### config.mk
export PLATFORM = sky130hd
export DESIGN_NAME = timer_chan_frontend
export DESIGN_NICKNAME = d
export VERILOG_FILES = /design/src/rtl/chanfe_pkg.sv /design/src/rtl/chanfe_edge_qual.sv /design/src/rtl/chanfe_capture.sv /design/src/rtl/chanfe_out_gate.sv /design/src/rtl/timer_chan_frontend.sv
export SDC_FILE = /design/constraint.sdc
export NUM_CORES = 1
export LEC_CHECK = 0
export BUFFER_PORTS_ARGS = -buffer_cell sky130_fd_sc_hd__buf_4
export CORE_MARGIN = 1
export CORE_UTILIZATION = 35
export CTS_CLUSTER_SIZE = 8
export DETAILED_ROUTE_END_ITERATION = 16
export MAX_ROUTING_LAYER = met4
export PLACE_DENSITY = 0.69
export SETUP_SLACK_MARGIN = 0.5
export SYNTH_ARGS = -nofsm -noshare
export SYNTH_HDL_FRONTEND = slang
export SYNTH_SLANG_ARGS = --single-unit
### constraint.sdc
create_clock -name clk -period 1.9 [get_ports clk]
set_clock_uncertainty 0.1 [all_clocks]
set_input_delay 0 -clock clk [delete_from_list [all_inputs] [get_ports clk]]
set_output_delay 0 -clock clk [all_outputs]
set_load 0.05 [all_outputs]
### src/rtl/chanfe_pkg.sv
package chanfe_pkg;

    typedef enum logic [1:0] {
        EDGE_RISE = 2'd0,
        EDGE_FALL = 2'd1,
        EDGE_BOTH = 2'd2
    } edge_mode_e;

    typedef struct packed {
        edge_mode_e mode;
        logic       invert;
        logic       bad_code;
    } edge_cfg_t;

    function automatic edge_cfg_t decode_edge(input logic np, input logic p, input logic enc);
        edge_cfg_t c;
        c.mode     = EDGE_RISE;
        c.invert   = 1'b0;
        c.bad_code = 1'b0;
        unique case ({np, p})
            2'b00: ;
            2'b01: begin
                c.mode   = EDGE_FALL;
                c.invert = 1'b1;
            end
            2'b10: c.bad_code = 1'b1;
            2'b11: begin
                if (enc) c.bad_code = 1'b1;
                else     c.mode     = EDGE_BOTH;
            end
            default: ;
        endcase
        return c;
    endfunction

endpackage

### src/rtl/chanfe_edge_qual.sv
module chanfe_edge_qual
    import chanfe_pkg::*;
(
    input  logic clk,
    input  logic rst,
    input  logic in_mode,
    input  logic pol_p,
    input  logic pol_np,
    input  logic encoder_mode,
    input  logic tin,
    output logic edge_evt,
    output logic lvl_out,
    output logic code_err
);

    edge_cfg_t cfg;
    logic      prev_d, prev_q;
    logic      rise, fall;

    always_comb begin
        cfg      = decode_edge(pol_np, pol_p, encoder_mode);
        prev_d   = tin;
        rise     = tin & ~prev_q;
        fall     = ~tin & prev_q;
        edge_evt = 1'b0;
        if (in_mode) begin
            unique case (cfg.mode)
                EDGE_RISE: edge_evt = rise;
                EDGE_FALL: edge_evt = fall;
                EDGE_BOTH: edge_evt = rise | fall;
                default:   edge_evt = rise;
            endcase
        end
        lvl_out  = in_mode & (tin ^ cfg.invert);
        code_err = in_mode & cfg.bad_code;
    end

    always_ff @(posedge clk) begin
        if (rst) prev_q <= 1'b0;
        else     prev_q <= prev_d;
    end

    assert_no_evt_out_R12: assert property (@(posedge clk) disable iff (rst)
        !in_mode |-> (!edge_evt && !lvl_out));
    assert_rise_only_R1: assert property (@(posedge clk) disable iff (rst)
        (in_mode && {pol_np, pol_p} == 2'b00 && edge_evt) |-> (tin && !prev_q));
    assert_fall_only_R2: assert property (@(posedge clk) disable iff (rst)
        (in_mode && {pol_np, pol_p} == 2'b01 && edge_evt) |-> (!tin && prev_q));
    assert_enc_rise_R5: assert property (@(posedge clk) disable iff (rst)
        (in_mode && {pol_np, pol_p} == 2'b11 && encoder_mode && edge_evt) |-> tin);
    assert_reserved_err_R4: assert property (@(posedge clk) disable iff (rst)
        (in_mode && {pol_np, pol_p} == 2'b10) |-> code_err);

endmodule

### src/rtl/chanfe_capture.sv
module chanfe_capture #(
    parameter int CNT_W = 16
) (
    input  logic             clk,
    input  logic             rst,
    input  logic             evt,
    input  logic             cap_en,
    input  logic [CNT_W-1:0] cnt_val,
    input  logic             flag_clr,
    output logic [CNT_W-1:0] cap_val,
    output logic             cap_flag,
    output logic             ovr_flag
);

    typedef struct packed {
        logic [CNT_W-1:0] cap;
        logic             flag;
        logic             ovr;
    } cap_st_t;

    cap_st_t st_d, st_q;
    logic    take;

    always_comb begin
        take = evt & cap_en;
        st_d = st_q;
        if (flag_clr) begin
            st_d.flag = 1'b0;
            st_d.ovr  = 1'b0;
        end
        if (take) begin
            st_d.cap  = cnt_val;
            st_d.flag = 1'b1;
            if (st_q.flag && !flag_clr) st_d.ovr = 1'b1;
        end
    end

    always_ff @(posedge clk) begin
        if (rst) st_q <= '0;
        else     st_q <= st_d;
    end

    assign cap_val  = st_q.cap;
    assign cap_flag = st_q.flag;
    assign ovr_flag = st_q.ovr;

    assert_cap_load_R6: assert property (@(posedge clk) disable iff (rst)
        (evt && cap_en) |=> (cap_val == $past(cnt_val)) && cap_flag);
    assert_cap_hold_R6: assert property (@(posedge clk) disable iff (rst)
        !(evt && cap_en) |=> $stable(cap_val));
    assert_flag_clr_R7: assert property (@(posedge clk) disable iff (rst)
        (flag_clr && !(evt && cap_en)) |=> (!cap_flag && !ovr_flag));
    assert_ovr_set_R8: assert property (@(posedge clk) disable iff (rst)
        (evt && cap_en && cap_flag && !flag_clr) |=> ovr_flag);
    assert_ovr_needs_flag_R8: assert property (@(posedge clk) disable iff (rst)
        ovr_flag |-> cap_flag);

endmodule

### src/rtl/chanfe_out_gate.sv
module chanfe_out_gate (
    input  logic clk,
    input  logic rst,
    input  logic out_mode,
    input  logic out_en,
    input  logic pol_p,
    input  logic pol_np,
    input  logic oc_ref,
    output logic pin_val,
    output logic pin_oe,
    output logic np_err
);

    typedef struct packed {
        logic val;
        logic oe;
    } pin_st_t;

    pin_st_t pin_d, pin_q;

    always_comb begin
        pin_d = '0;
        if (out_mode && out_en) begin
            pin_d.oe  = 1'b1;
            pin_d.val = oc_ref ^ pol_p;
        end
        np_err = out_mode & pol_np;
    end

    always_ff @(posedge clk) begin
        if (rst) pin_q <= '0;
        else     pin_q <= pin_d;
    end

    assign pin_val = pin_q.val;
    assign pin_oe  = pin_q.oe;

    assert_pin_off_R9: assert property (@(posedge clk) disable iff (rst)
        !(out_mode && out_en) |=> (!pin_oe && !pin_val));
    assert_pin_on_R10: assert property (@(posedge clk) disable iff (rst)
        (out_mode && out_en) |=> (pin_oe && pin_val == $past(oc_ref ^ pol_p)));
    assert_np_flag_R11: assert property (@(posedge clk) disable iff (rst)
        (out_mode && pol_np) |-> np_err);

endmodule

### src/rtl/timer_chan_frontend.sv
module timer_chan_frontend #(
    parameter int CNT_W = 16
) (
    input  logic             clk,
    input  logic             rst,
    input  logic             dir_out,
    input  logic             pol_p,
    input  logic             pol_np,
    input  logic             chan_en,
    input  logic             encoder_mode,
    input  logic             tin,
    input  logic [CNT_W-1:0] cnt_val,
    input  logic             oc_ref,
    input  logic             flag_clr,
    output logic             edge_evt,
    output logic             lvl_out,
    output logic [CNT_W-1:0] cap_val,
    output logic             cap_flag,
    output logic             ovr_flag,
    output logic             pin_val,
    output logic             pin_oe,
    output logic             cfg_err
);

    logic in_mode;
    logic in_err, out_err;

    assign in_mode = ~dir_out;

    chanfe_edge_qual u_edge (
        .clk          (clk),
        .rst          (rst),
        .in_mode      (in_mode),
        .pol_p        (pol_p),
        .pol_np       (pol_np),
        .encoder_mode (encoder_mode),
        .tin          (tin),
        .edge_evt     (edge_evt),
        .lvl_out      (lvl_out),
        .code_err     (in_err)
    );

    chanfe_capture #(.CNT_W(CNT_W)) u_cap (
        .clk      (clk),
        .rst      (rst),
        .evt      (edge_evt),
        .cap_en   (chan_en),
        .cnt_val  (cnt_val),
        .flag_clr (flag_clr),
        .cap_val  (cap_val),
        .cap_flag (cap_flag),
        .ovr_flag (ovr_flag)
    );

    chanfe_out_gate u_out (
        .clk      (clk),
        .rst      (rst),
        .out_mode (dir_out),
        .out_en   (chan_en),
        .pol_p    (pol_p),
        .pol_np   (pol_np),
        .oc_ref   (oc_ref),
        .pin_val  (pin_val),
        .pin_oe   (pin_oe),
        .np_err   (out_err)
    );

    assign cfg_err = in_err | out_err;

    assert_err_mode_R11: assert property (@(posedge clk) disable iff (rst)
        (dir_out && !pol_np) |-> !cfg_err);
    assert_both_ok_R3: assert property (@(posedge clk) disable iff (rst)
        (!dir_out && pol_np && pol_p && !encoder_mode) |-> !cfg_err);

endmodule

==> flow_summary_export.csv <==
group,metric,value,unit
timing,final.setup.tns,0,ns
synth,synthMuxAreaShare,16.22,%
cts,clock-sinks,21,
worst_hold_path,hold_path_end,"u_out.pin_val$_SDFF_PP0_",
synth,synth_top_family_by_area,"simple AND/OR/NAND/NOR gates",
power_and_ir_drop,swShare,29.99,%
floorplan,rows,18,
timing,whs,-0.001747,ns
power_and_ir_drop,seqPwrFrac,48.5,%
synth,ys_seq_area_share,42.59,%
run,drv_cap,0,
critical_path,critPathKind,"flip-flop to flip-flop",
run_status,failed_checks,"negative hold slack",
synth,synth_xor_area_share,1.774,%
floorplan,fp.dieW,55.11,um
detailed_routing,viasPerCell,4.490,
critical_path,critPathSlowestCell,"dfxtp_2",
timing,finalCriticalPeriod,1.689,ns
synth,synth-compound-area-share,3.802,%
cts,numCtsBuffers,3,
worst_hold_path,holdCritStartpoint,"pol_p",
synth,syn_nets,127,
global_routing,track_usage,15.05,%
detailed_routing,drtPass1Iterations,4,
synth,synthSimpleGateAreaFrac,28.52,%
placement,place_hpwl,1476,um
floorplan,fp.dieH,55.11,um
critical_path,crit_arrival,1.82,ns
global_routing,antenna_found_initial,0,
cts,cts_tree,"built",
detailed_routing,drt_wl_total,2202,um
finish,final_nets,199,
finish,syn2layout_area_growth,69.84,%
timing,rsz0062_at_grt,"true",
cts,root_buffer,"clkbuf_4",
critical_path,r2r_end,"u_cap.cap_val[10]$_SDFFE_PP0P_",
synth,synthDistinctLibCells,23,
power_and_ir_drop,p_per_area,572.6,nW/um^2
run_status,status,"finished, violations left",
cts,clk_path_buf_depth,2,
synth,synth_area,987.2,sq um
synth,yosysWarnings,0,
placement,port_buffers,48,
cts,clk_pin_slew,0.12,ns
global_routing,grt_overflow,0,
critical_path,cp_max_fo,9,
detailed_routing,routedWlPerCell,11.01,um
critical_path,crit_chain,"ha_4 > nand4b_1 > o21ai_2 > nor4b_4 > buf_6 > mux2i_1",
finish,diodes,0,
synth,synthAdderAreaFrac,2.535,%
critical_path,path_delay_family,"simple AND/OR/NAND/NOR gates",
power_and_ir_drop,combPwrFrac,29.0,%
power_and_ir_drop,p_leak,0.7276,nW
finish,stdcell_count,200,
power_and_ir_drop,switchingPower,0.2879,mW
synth,syn-instance-count,99,
power_and_ir_drop,irDropWorstVdd,0.0004108,V
finish,n_fill_cell,216,
detailed_routing,drt_iter0_markers,5,
critical_path,rr_startpoint,"u_edge.prev_q$_SDFF_PP0_",
global_routing,grt_max_degree,37,
power_and_ir_drop,power.internal,0.6722,mW
timing,maxClockFrequency,591.9,MHz
global_routing,grt_pass1_vias,762,
global_routing,grt_pass1_wl,3180,um
timing,hold_viol_final,1,
critical_path,worstPathRequired,2.03,ns
timing,worstMarginPinSlew,0.2664,ns
floorplan,start_util,38.45,%
cts,cts_htree_levels,1,
power_and_ir_drop,clkPwrFrac,22.5,%
cts,clock_latency,0.30,ns
detailed_routing,dr_total_vias,898,
timing,setup_viol,0,
synth,ys_ff_latch,21,
timing,slew_viol_final,0,
worst_hold_path,hold-path-cell-count,3,
synth,synth_area_per_cell,9.972,sq um
critical_path,cpPeakStageDelay,0.37,ns
critical_path,start_kind,"flip-flop",
finish,layout-drive-gt1-share,37.06,%
floorplan,io_pins,49,
timing,post-route-period-util,88.92,%
critical_path,reg2reg_slack,0.21,ns
critical_path,path_buf_inv,1,
timing,slew_headroom,82.16,%
detailed_routing,drc_errors,0,
worst_hold_path,hold_path_class,"primary input to flip-flop",
critical_path,reg2reg_depth,6,
detailed_routing,ant_nets,0,
floorplan,fp.dieArea,3037,sq um
placement,finalWeightedCongestion,0.7142,
floorplan,core-area,2567,sq um
critical_path,end_kind,"flip-flop",
placement,dp_cells,174,
area by class of cell:
type	instances	area, sq um	area share (%)
repair buffers	72	604.3	36.04
multi-input cells	71	578.1	34.48
flip-flops and latches	21	421.7	25.15
well taps	30	37.54	2.239
clock buffers	3	22.52	1.343
inverters	2	7.507	0.4478
clock inverters	1	5.005	0.2985
flip-flops by register name, indices dropped and copies added, names as in the netlist:
name            flops
u_out.pin_val       1
u_out.pin_oe        1
u_edge.prev_q       1
u_cap.cap_flag      1
u_cap.cap_val      16
u_cap.ovr_flag      1
stage by stage:
step | setup WS (ns) | total power [mW] | util (%) | area (sq um)
4_1_cts | 0.2099 | 0.9654 | 64.86 | 1665
2_1_floorplan | 0.2681 | 0.6222 | - | 1026
3_5_place_dp | 0.2535 | 0.7112 | 54.92 | 1410
6_report | 0.2106 | 0.9601 | 65.30 | 1677
3_3_place_gp | 0.2864 | 0.7074 | 54.92 | 1410
5_1_grt | 0.1537 | 1.018 | 65.30 | 1677
per-layer routing:
metal  GRT usage [%]  routed length [um]  vias up
li1                -                   -      466
met1           17.22                 960      397
met2           26.91                1093       33
met3           2.732                 138        2
met4           3.750                   9        0
met5               -                   0        -
worst min-delay path, stage by stage:
cell and delay [ns]:
buf_4 0.13, xor2_1 0.07, and3_1 0.17
cell usage after synthesis (all sizes together):
cell type	number	area, sq um
nand2b	32	200.2
dfxtp	21	420.4
mux2i	16	160.2
nor2	4	15.01
clkbuf	3	11.26
nor2b	3	18.77
buf	2	26.27
ha	2	25.02
inv	2	7.510
o21ai	2	10.01
a21boi	1	7.510
a32o	1	10.01
and2	1	6.260
and3	1	6.260
nand2	1	3.750
nand4b	1	8.760
nor3	1	5.000
nor4b	1	8.760
o21ba	1	10.01
or3b	1	8.760
xnor2	1	8.760
xor2	1	8.760
how the worst max path moves through the flow:
stage                                   from                              to  slack, ns  depth (start not counted)
floorplan           u_edge.prev_q$_SDFF_PP0_   u_cap.cap_val[0]$_SDFFE_PP0P_       0.27                          7
global placement    u_edge.prev_q$_SDFF_PP0_     u_cap.cap_flag$_SDFFE_PP0P_       0.29                          6
detailed placement  u_edge.prev_q$_SDFF_PP0_  u_cap.cap_val[10]$_SDFFE_PP0P_       0.25                          6
CTS                 u_edge.prev_q$_SDFF_PP0_  u_cap.cap_val[10]$_SDFFE_PP0P_       0.21                          6
global route        u_edge.prev_q$_SDFF_PP0_   u_cap.cap_val[9]$_SDFFE_PP0P_       0.15                          6
finish              u_edge.prev_q$_SDFF_PP0_  u_cap.cap_val[10]$_SDFFE_PP0P_       0.21                          6
power groups by stage:
stage / Sequential, mW / Clock, mW / Combinational (mW)
after global routing: 0.468 / 0.253 / 0.297
final: 0.466 / 0.216 / 0.278
after detailed placement: 0.476 / 0 / 0.236
after global placement: 0.475 / 0 / 0.232
after CTS: 0.466 / 0.224 / 0.275
after floorplan: 0.529 / 0 / 0.0933
cells by family (layout without fill, tap and decap cells):
kind of cell             after synthesis  in the layout
flip-flops                            21             21
AND/OR/NAND/NOR                       46             46
AO/OA/AOI/OAI                          5              5
XOR/XNOR                               2              2
multiplexers                          16             16
adder cells (fa/ha/maj)                2              2
buffers and inverters                  7             78
layout by cell type, fill, tap and decap left out, drive strengths merged:
cell type,Yosys,routed
clkbuf,3,3
inv,2,2
dfxtp,21,21
and3,1,1
and2,1,1
nand4b,1,1
a21boi,1,1
nand2b,32,32
xnor2,1,1
clkinv,0,1
nor4b,1,1
mux2i,16,16
nor2,4,4
buf,2,51
nor3,1,1
xor2,1,1
o21ba,1,1
ha,2,2
o21ai,2,2
or3b,1,1
dlygate4sd3,0,21
nor2b,3,3
nand2,1,1
a32o,1,1
repair_timing:
| item | in CTS | in global routing |
|---|---|---|
| endpoints found under the setup margin | 19 | 20 |
| pin swaps | 0 | 1 |
| gates resized for setup | 2 | 3 |
| hold buffers | 22 | 0 |
| endpoints found under the hold margin | 21 | 0 |
| setup buffers | 0 | 1 |
Power figures use the tool's default switching activity.
